==> config.mk <==
export PLATFORM = sky130hd
export DESIGN_NAME = can_fault_supervisor
export DESIGN_NICKNAME = d
export VERILOG_FILES = /design/src/rtl/can_fs_pkg.sv /design/src/rtl/can_err_cnt.sv /design/src/rtl/can_busoff_recov.sv /design/src/rtl/can_fault_supervisor.sv
export SDC_FILE = /design/constraint.sdc
export NUM_CORES = 1
export LEC_CHECK = 0
export BUFFER_PORTS_ARGS = -buffer_cell sky130_fd_sc_hd__clkbuf_2
export CAP_MARGIN = 20
export CORE_MARGIN = 2
export CORE_UTILIZATION = 64
export CTS_BUF_LIST = sky130_fd_sc_hd__clkbuf_4 sky130_fd_sc_hd__clkbuf_8
export DETAILED_ROUTE_END_ITERATION = 6
export GPL_ROUTABILITY_DRIVEN = 0
export HOLD_SLACK_MARGIN = 0.1
export PLACE_DENSITY = 0.89
export SYNTH_ARGS = -nofsm -noshare
export SYNTH_HDL_FRONTEND = slang
export SYNTH_HIERARCHICAL = 1
export SYNTH_SLANG_ARGS = --single-unit
==> constraint.sdc <==
create_clock -name clk -period 6.6 [get_ports clk]
set_input_delay 0.66 -clock clk [delete_from_list [all_inputs] [get_ports clk]]
set_output_delay 0.66 -clock clk [all_outputs]
set_load 0.05 [all_outputs]
==> src/rtl/can_fs_pkg.sv <==
package can_fs_pkg;
    typedef enum logic [2:0] {
        LEC_NONE  = 3'd0,
        LEC_STUFF = 3'd1,
        LEC_FORM  = 3'd2,
        LEC_ACK   = 3'd3,
        LEC_BIT1  = 3'd4,
        LEC_BIT0  = 3'd5,
        LEC_CRC   = 3'd6,
        LEC_RSVD  = 3'd7
    } lec_e;

    typedef struct packed {
        logic       warn;
        logic       boff;
        logic       init;
        logic       lec_wr;
        logic [2:0] lec;
        logic       irq;
    } sup_state_t;
endpackage

==> src/rtl/can_err_cnt.sv <==
module can_err_cnt #(
    parameter int W = 8
) (
    input  logic         clk,
    input  logic         rst_n,
    input  logic [1:0]   inc_i,
    input  logic         dec_i,
    input  logic         hold_i,
    input  logic         clear_i,
    output logic [W-1:0] cnt_o,
    output logic [W-1:0] cnt_next_o
);
    localparam logic [W+1:0] TOP = {2'b00, {W{1'b1}}};

    typedef struct packed {
        logic [W-1:0] cnt;
    } cnt_state_t;

    cnt_state_t st_d, st_q;
    logic [W+1:0] sum;

    always_comb begin
        st_d = st_q;
        sum  = {2'b00, st_q.cnt} + {{W{1'b0}}, inc_i};
        if (clear_i)
            st_d.cnt = '0;
        else if (hold_i)
            st_d.cnt = st_q.cnt;
        else if (inc_i != 2'd0)
            st_d.cnt = (sum > TOP) ? {W{1'b1}} : sum[W-1:0];
        else if (dec_i && st_q.cnt != '0)
            st_d.cnt = st_q.cnt - 1'b1;
    end

    always_ff @(posedge clk or negedge rst_n) begin
        if (!rst_n) st_q <= '0;
        else        st_q <= st_d;
    end

    assign cnt_o      = st_q.cnt;
    assign cnt_next_o = st_d.cnt;


    hold_freezes_chk: assert property (@(posedge clk) disable iff (!rst_n)
        hold_i && !clear_i |=> $stable(st_q.cnt));

    top_saturates_chk: assert property (@(posedge clk) disable iff (!rst_n)
        st_q.cnt == {W{1'b1}} && inc_i != 2'd0 && !clear_i |=> st_q.cnt == {W{1'b1}});

    floor_holds_chk: assert property (@(posedge clk) disable iff (!rst_n)
        st_q.cnt == '0 && inc_i == 2'd0 && !clear_i |=> st_q.cnt == '0);
endmodule

==> src/rtl/can_busoff_recov.sv <==
module can_busoff_recov #(
    parameter int N = 128
) (
    input  logic clk,
    input  logic rst_n,
    input  logic active_i,
    input  logic step_i,
    output logic done_o
);
    localparam int RW = (N > 1) ? $clog2(N) : 1;
    localparam logic [RW-1:0] LAST = RW'(N - 1);

    typedef struct packed {
        logic [RW-1:0] cnt;
    } rc_state_t;

    rc_state_t st_d, st_q;

    always_comb begin
        st_d   = st_q;
        done_o = active_i && step_i && (st_q.cnt == LAST);
        if (!active_i || done_o)
            st_d.cnt = '0;
        else if (step_i)
            st_d.cnt = st_q.cnt + 1'b1;
    end

    always_ff @(posedge clk or negedge rst_n) begin
        if (!rst_n) st_q <= '0;
        else        st_q <= st_d;
    end


    idle_no_progress_chk: assert property (@(posedge clk) disable iff (!rst_n)
        active_i && !step_i |=> $stable(st_q.cnt));
endmodule

==> src/rtl/can_fault_supervisor.sv <==
module can_fault_supervisor
    import can_fs_pkg::*;
#(
    parameter int CW            = 8,
    parameter int WARN_LEVEL    = 96,
    parameter int RECOVERY_SEQS = 128
) (
    input  logic          clk,
    input  logic          rst_n,
    input  logic          tx_err_i,
    input  logic          tx_ok_i,
    input  logic          rx_err_i,
    input  logic          rx_ok_i,
    input  logic          dom_seq_i,
    input  logic [2:0]    err_code_i,
    input  logic          rec_seq_i,
    input  logic          init_wr_i,
    input  logic          init_wdata_i,
    output logic [CW-1:0] tec_o,
    output logic [CW-1:0] rec_o,
    output logic          warn_o,
    output logic          busoff_o,
    output logic          init_o,
    output logic          lec_wr_o,
    output logic [2:0]    lec_o,
    output logic          err_irq_o
);
    localparam int NCNT = 2;
    localparam logic [CW-1:0] CMAX  = {CW{1'b1}};
    localparam logic [CW-1:0] WLVL  = CW'(WARN_LEVEL);

    sup_state_t s_d, s_q;

    logic [1:0]    inc   [NCNT];
    logic          dec   [NCNT];
    logic [CW-1:0] cnt_q [NCNT];
    logic [CW-1:0] cnt_n [NCNT];
    logic          step, rec_done, hit;

    assign inc[0] = {1'b0, tx_err_i};
    assign dec[0] = tx_ok_i;
    assign inc[1] = {1'b0, rx_err_i} + {1'b0, dom_seq_i};
    assign dec[1] = rx_ok_i;

    for (genvar g = 0; g < NCNT; g++) begin : g_cnt
        can_err_cnt #(.W(CW)) u_cnt (
            .clk        (clk),
            .rst_n      (rst_n),
            .inc_i      (inc[g]),
            .dec_i      (dec[g]),
            .hold_i     (s_q.boff),
            .clear_i    (rec_done),
            .cnt_o      (cnt_q[g]),
            .cnt_next_o (cnt_n[g])
        );
    end

    assign step = s_q.boff && !s_q.init && rec_seq_i;

    can_busoff_recov #(.N(RECOVERY_SEQS)) u_recov (
        .clk      (clk),
        .rst_n    (rst_n),
        .active_i (s_q.boff),
        .step_i   (step),
        .done_o   (rec_done)
    );

    always_comb begin
        s_d        = s_q;
        s_d.lec_wr = 1'b0;
        if (!s_q.boff && (tx_err_i || rx_err_i)) begin
            s_d.lec_wr = 1'b1;
            s_d.lec    = err_code_i;
        end
        if (step) begin
            s_d.lec_wr = 1'b1;
            s_d.lec    = LEC_BIT0;
        end
        hit = !s_q.boff && (cnt_n[0] == CMAX || cnt_n[1] == CMAX);
        if (hit) begin
            s_d.boff = 1'b1;
            s_d.init = 1'b1;
        end else begin
            if (rec_done)  s_d.boff = 1'b0;
            if (init_wr_i) s_d.init = init_wdata_i;
        end
        s_d.warn = (cnt_n[0] >= WLVL) || (cnt_n[1] >= WLVL);
        s_d.irq  = (s_d.warn != s_q.warn) || (s_d.boff != s_q.boff);
    end

    always_ff @(posedge clk or negedge rst_n) begin
        if (!rst_n) s_q <= '0;
        else        s_q <= s_d;
    end

    assign tec_o     = cnt_q[0];
    assign rec_o     = cnt_q[1];
    assign warn_o    = s_q.warn;
    assign busoff_o  = s_q.boff;
    assign init_o    = s_q.init;
    assign lec_wr_o  = s_q.lec_wr;
    assign lec_o     = s_q.lec;
    assign err_irq_o = s_q.irq;


    boff_forces_init_chk: assert property (@(posedge clk) disable iff (!rst_n)
        $rose(s_q.boff) |-> s_q.init);

    flag_change_irq_chk: assert property (@(posedge clk) disable iff (!rst_n)
        (s_q.warn != $past(s_q.warn)) || (s_q.boff != $past(s_q.boff)) |-> s_q.irq);

    recov_code_chk: assert property (@(posedge clk) disable iff (!rst_n)
        s_q.boff && !s_q.init && rec_seq_i |=> s_q.lec_wr && s_q.lec == LEC_BIT0);

    locked_quiet_chk: assert property (@(posedge clk) disable iff (!rst_n)
        s_q.boff && s_q.init |=> !s_q.lec_wr);

    exit_clears_chk: assert property (@(posedge clk) disable iff (!rst_n)
        $fell(s_q.boff) |-> cnt_q[0] == '0 && cnt_q[1] == '0 && !s_q.warn);
endmodule

-- Word-level counts from Yosys, hierarchy flattened
Index checks and enable logic that the tools add are counted.
- memory bits (read-only): 0
- output and inout bits: 24
- logic and storage cells: 62
- RAM bits: 0
- flip-flop bits (word level): 31
- memories: 0
- bits in latches: 0
- equality and inequality tests: 5
- divide/modulo/power cells: 0
- multiply operators: 0
- multiplexer cells: 17
- magnitude comparators: 4
- reduce and logical (&&, ||, !) cells: 21
- bitwise gates (word level): 0
- shift operators: 0
- $add $sub $neg: 6
- operator list (operator ; count):
    $mux 8 ; 10
    $gt 10x8->1 const B ; 2
    $eq 8x8->1 const B ; 2
    $ge 8x7->1 const B ; 2
    $reduce_bool 8->1 ; 2
    $sub 8x1->8 const B ; 2
    $mux 7 ; 2
    $add 8x1->9 ; 1
    $add 8x2->9 ; 1
    $logic_and 1x1->1 ; 8
    $mux 4 ; 2
    $reduce_bool 2->1 ; 4
    $add 7x1->7 const B ; 1
    $eq 7x7->1 const B ; 1
    $logic_or 1x1->1 ; 5
    $add 1x1->2 ; 1
    $logic_not 1->1 ; 2
    $mux 1 ; 2
    $mux 2 ; 1
    $ne 1x1->1 ; 2

-- Depth between registers and ports, before layout
- depth in word-level cells: 13
- gate-level depth with buffers: 11
- depth with buffers taken out: 11

-- Cells and area by module
The synthesis kept the hierarchy.
- by module, submodules not included (module ; area each (µm²) ; times used ; seq. area each (µm²) ; cells an instance):
    can_err_cnt (g_cnt[1].u_cnt) ; 810.8 ; 1 ; 200.2 ; 91
    can_err_cnt (g_cnt[0].u_cnt) ; 773.2 ; 1 ; 200.2 ; 90
    can_fault_supervisor ; 406.6 ; 1 ; 200.2 ; 38
    can_busoff_recov ; 380.4 ; 1 ; 175.2 ; 38

-- Least setup slack after synthesis
No wires, ideal clock.
- kind: reg2reg
- from: register s_q (netlist bit busoff_o)
- to: register s_q (netlist bit busoff_o)
- period minus slack after synthesis: 3.420 ns
- cell stages (with the launch flop): 12
- library setup time: 0.176 ns
- data required time: 6.424 ns
- arrival: 3.245 ns
- path buffers: 0
- setup slack: 3.180 ns
- cells stage by stage: dfrtp_1 > nand3b_1 > inv_1 > nand2_2 > nor4_1 > inv_1 > o21a_1 > o211a_1 > nand4_1 > nor3_2 > nor3_1 > a21oi_1
- RTL lines (element ; line ; RTL):
    from (decl) ; can_fault_supervisor.sv:32 ; sup_state_t s_d, s_q;
    from (signal assigned) ; can_fault_supervisor.sv:92 ; if (!rst_n) s_q <= '0;
    from (signal assigned) ; can_fault_supervisor.sv:93 ; else s_q <= s_d;

==> flow_summary.ini <==
[cts]
cts.sinks = 31
cts_tree = yes
clockBufferDepth = 2
worst_setup_hold_path_clk_slew_ns = 0.07
cts_htree_levels = 2
insertion_delay_ns = 0.28
cts_resized = 0
cts_inserted_buffers = 5
cts.root.buffer_cell = sky130_fd_sc_hd__clkbuf_8
cts_setup_buffers = 0
holdBufCountCts = 0

[yosys]
seq_area_frac_synth_pct = 32.7
synth-simple-area-share_pct = 26.3
synth_adder_area_share_pct = 6.97
syn_avg_cell_area_um2 = 9.23
yosys-top-cells-count = sky130_fd_sc_hd__dfrtp_1 (31), sky130_fd_sc_hd__a21oi_1 (20), sky130_fd_sc_hd__nand2_1 (20), sky130_fd_sc_hd__nor2_1 (17), sky130_fd_sc_hd__nand3_1 (13)
post_synth_mux_area_share_pct = 3.91
asyncSetResetFlopFracSynth_pct = 100
synth.cell_area_um2 = 2370
yosysMostFrequentCell = sky130_fd_sc_hd__dfrtp_1
yosys_most_used_dff = sky130_fd_sc_hd__dfrtp_1
yosys-top-cells-area = sky130_fd_sc_hd__dfrtp_1 (33%), sky130_fd_sc_hd__ha_1 (5.3%), sky130_fd_sc_hd__a21oi_1 (4.2%), sky130_fd_sc_hd__nand2_1 (3.2%), sky130_fd_sc_hd__mux2i_1 (3.0%)
yosysTopAreaCell = sky130_fd_sc_hd__dfrtp_1
synthesis.yosys.warnings = 6
synth.lib_cells_used.distinct = 70
synth-edff-count = 0
postSynthCellCount = 257
synthXorXnorAreaFrac_pct = 2.16
yosys.area.top_type_share_pct = 32.7
largest_family_of_logic_cells_by_synthesized_area = simple AND/OR/NAND/NOR gates
number_of_register_bits_inferred_by_synthesis = 31
synth-compound-area-share_pct = 23.2

[power_and_ir_drop]
power.static_leakage_nw = 1.12
worst_ir_drop_vdd_uv = 323
cell_area_power_density_nw_per_um2 = 511

[grt]
global_route.peak_usage_layer = met2
globalRouteMet2Util_pct = 47.8
groute.usage.overall_pct = 31.1
first_global_vias = 2102
grt.met1_usage_pct = 44.8
use_met3_pct = 5.21
grt_max_degree = 32
initial_antenna_violation_count = 0
grt-ovfl-total = 0
grt_pass1_wl_um = 10100

[critical_path]
critical-path-max-stage-delay_ns = 0.95
worstPathMaxFanout = 28
critPathLaunch = busoff_o
cpLargestDelayFamily = simple AND/OR/NAND/NOR gates
critical_path.cell_chain = nand3b_1 -> inv_1 -> nand2_2 -> nor4_2 -> buf_4 -> inv_1 -> o211ai_1 -> a311oi_1 -> nand2_1 -> nor3_2 -> nor3_1 -> a21oi_1
critical_path.startpoint_type = register
cp_data_required_time_ns = 6.72
launch_point_of_the_worst_reg_to_reg_path = busoff_o
cp_num_buf_inv = 3
critPathKind = register to register
crit_top_cell = sky130_fd_sc_hd__inv_1
critical_path.endpoint_type = register
critPathArrivalTime_ns = 3.35
critical_path.slowest_cell = sky130_fd_sc_hd__dfrtp_1

[sta]
final-setup-viol-count = 0
final.min_clock_period_ns = 3.23
final_hold_viol_count = 0
timing.clock.skew_ns = 0.00747
min_period_over_period_pct = 48.9
worst_slew_pin_slew_ns = 0.927
final_slew_viol_count = 0
setup_total_negative_slack_ns = 0
max_freq_mhz = 310
maxSlewHeadroom_pct = 38.2
rsz0062_at_grt = no

[die]
floorplan.io_pins = 37
die-width_um = 64.9
core_region_area_um2 = 3610
start_util_pct = 65.8
placement_rows = 22
fp.dieArea_um2 = 4210
chipHeight_um = 64.9

[routing]
detail_route.drc_violations = 0
drt_first_pass_iters = 5
via_per_inst = 6.68
route.antenna.remaining_nets = 0
detailed_route_via_count = 2283
detail_route.iter0.violations = 303
detail_route.wirelength_um = 5950
wl_per_cell_um = 17.4

[place]
port_buffers = 36
place_hpwl_um = 4330

[outcome]
outcome = finished clean

[finish]
drive_gt1_share_pct = 23.8
n_fill_cell = 282
fin_nets = 318
final-seq-area_um2 = 776
antennaDiodeCount = 0
multiInputGateArea_um2 = 1500
fin_util_pct = 73.8
syn2layout_area_growth_pct = 12.2

[run]
max_cap_violations = 0

[worst_hold_path]
worstHoldPathType = input port to asynchronous set/reset pin
-- power by group --
group          switching (mW)  leakage (nW)  internal (mW)
Combinational           0.535         0.712          0.240
Sequential              0.175         0.370          0.260
Clock                  0.0747        0.0402         0.0733
Total                   0.785          1.12          0.574
-- per-stage QoR --
stage / setup slack, ns / hold WS (ns) / area (µm²) / std cells / total power, mW
after floorplan: 3.18 / 0.364 / 2380 / 260 / 1.02
after global placement: 3.35 / 0.487 / 2570 / 334 / 1.17
after detailed placement: 3.13 / 0.501 / 2570 / 334 / 1.19
after CTS: 3.43 / 0.468 / 2660 / 342 / 1.35
after global routing: 3.13 / 0.511 / 2660 / 342 / 1.44
final: 3.37 / 0.444 / 2660 / 342 / 1.36
-- state kept, by name, indices dropped and copies added, names as in the netlist --
signal / cells
g_cnt.u_cnt/cnt_o: 16
u_recov/st_q: 7
lec_o: 3
busoff_o: 1
err_irq_o: 1
init_o: 1
lec_wr_o: 1
warn_o: 1
-- cell usage in the layout (no fill, tap or decap), types with 3 or more instances in the layout --
cell type / instances
sky130_fd_sc_hd__a31oi_1: 3
sky130_fd_sc_hd__nand2_2: 3
sky130_fd_sc_hd__xor2_1: 3
sky130_fd_sc_hd__o21ai_0: 9
sky130_fd_sc_hd__ha_1: 10
sky130_fd_sc_hd__clkbuf_8: 5
sky130_fd_sc_hd__o21ai_1: 3
sky130_fd_sc_hd__nand3_1: 13
sky130_fd_sc_hd__nor2_1: 17
sky130_fd_sc_hd__conb_1: 4
sky130_fd_sc_hd__nand2_1: 20
sky130_fd_sc_hd__nor4_1: 5
sky130_fd_sc_hd__nand4_1: 7
sky130_fd_sc_hd__clkbuf_2: 36
sky130_fd_sc_hd__inv_1: 12
sky130_fd_sc_hd__a311oi_1: 4
sky130_fd_sc_hd__o221ai_1: 3
sky130_fd_sc_hd__o211ai_1: 3
sky130_fd_sc_hd__a211oi_1: 3
sky130_fd_sc_hd__dfrtp_1: 31
sky130_fd_sc_hd__nand2b_1: 4
sky130_fd_sc_hd__mux2i_1: 7
sky130_fd_sc_hd__nor3_1: 6
sky130_fd_sc_hd__a21oi_1: 20
-- kinds of logic (layout without fill, tap and decap cells) --
| kind of cell | after synthesis | in the layout |
|---|---|---|
| flops | 31 | 31 |
| simple gates | 102 | 102 |
| fa+ha+maj | 12 | 12 |
| compound gates | 74 | 74 |
| mux | 9 | 9 |
| other cells | 1 | 4 |
| buf+inv | 23 | 57 |
| xor+xnor | 5 | 5 |
-- metal layers --
metal  up-vias  wire [µm]
met5         -          0
met1      1071       2610
met2       153       2730
li1       1048          -
met3        11        546
met4         0         64
-- final cells by class --
cell class	instances	share of cell area, %
multi-input combinational	206	56.5
sequential	31	29.1
timing repair buffer	37	7.05
clock buffer	5	2.59
tap	48	2.26
inverter	12	1.69
clock inverter	3	0.752
-- worst paths after layout --
check	endpoint	slack [ns]	cells past startpoint
hold reg to reg	lec_o[1]	0.52	2
hold / removal	g_cnt[0].u_cnt/cnt_o[1]	0.44	1
min in group clk	lec_o[1]	0.52	2
setup / recovery	busoff_o	3.37	12
max in group asynchronous	err_irq_o	5.65	1
setup reg to reg	busoff_o	3.37	12
-- worst reg2reg max path, delay by kind of cell (launching register included) --
family / cells / cell delay, ns
AOI/OAI and AO/OA: 3 / 0.29
buffers and inverters: 3 / 0.64
DFF: 1 / 0.95
and+or+nand+nor: 6 / 1.18
Note: power is estimated with default switching activity, not from simulation.
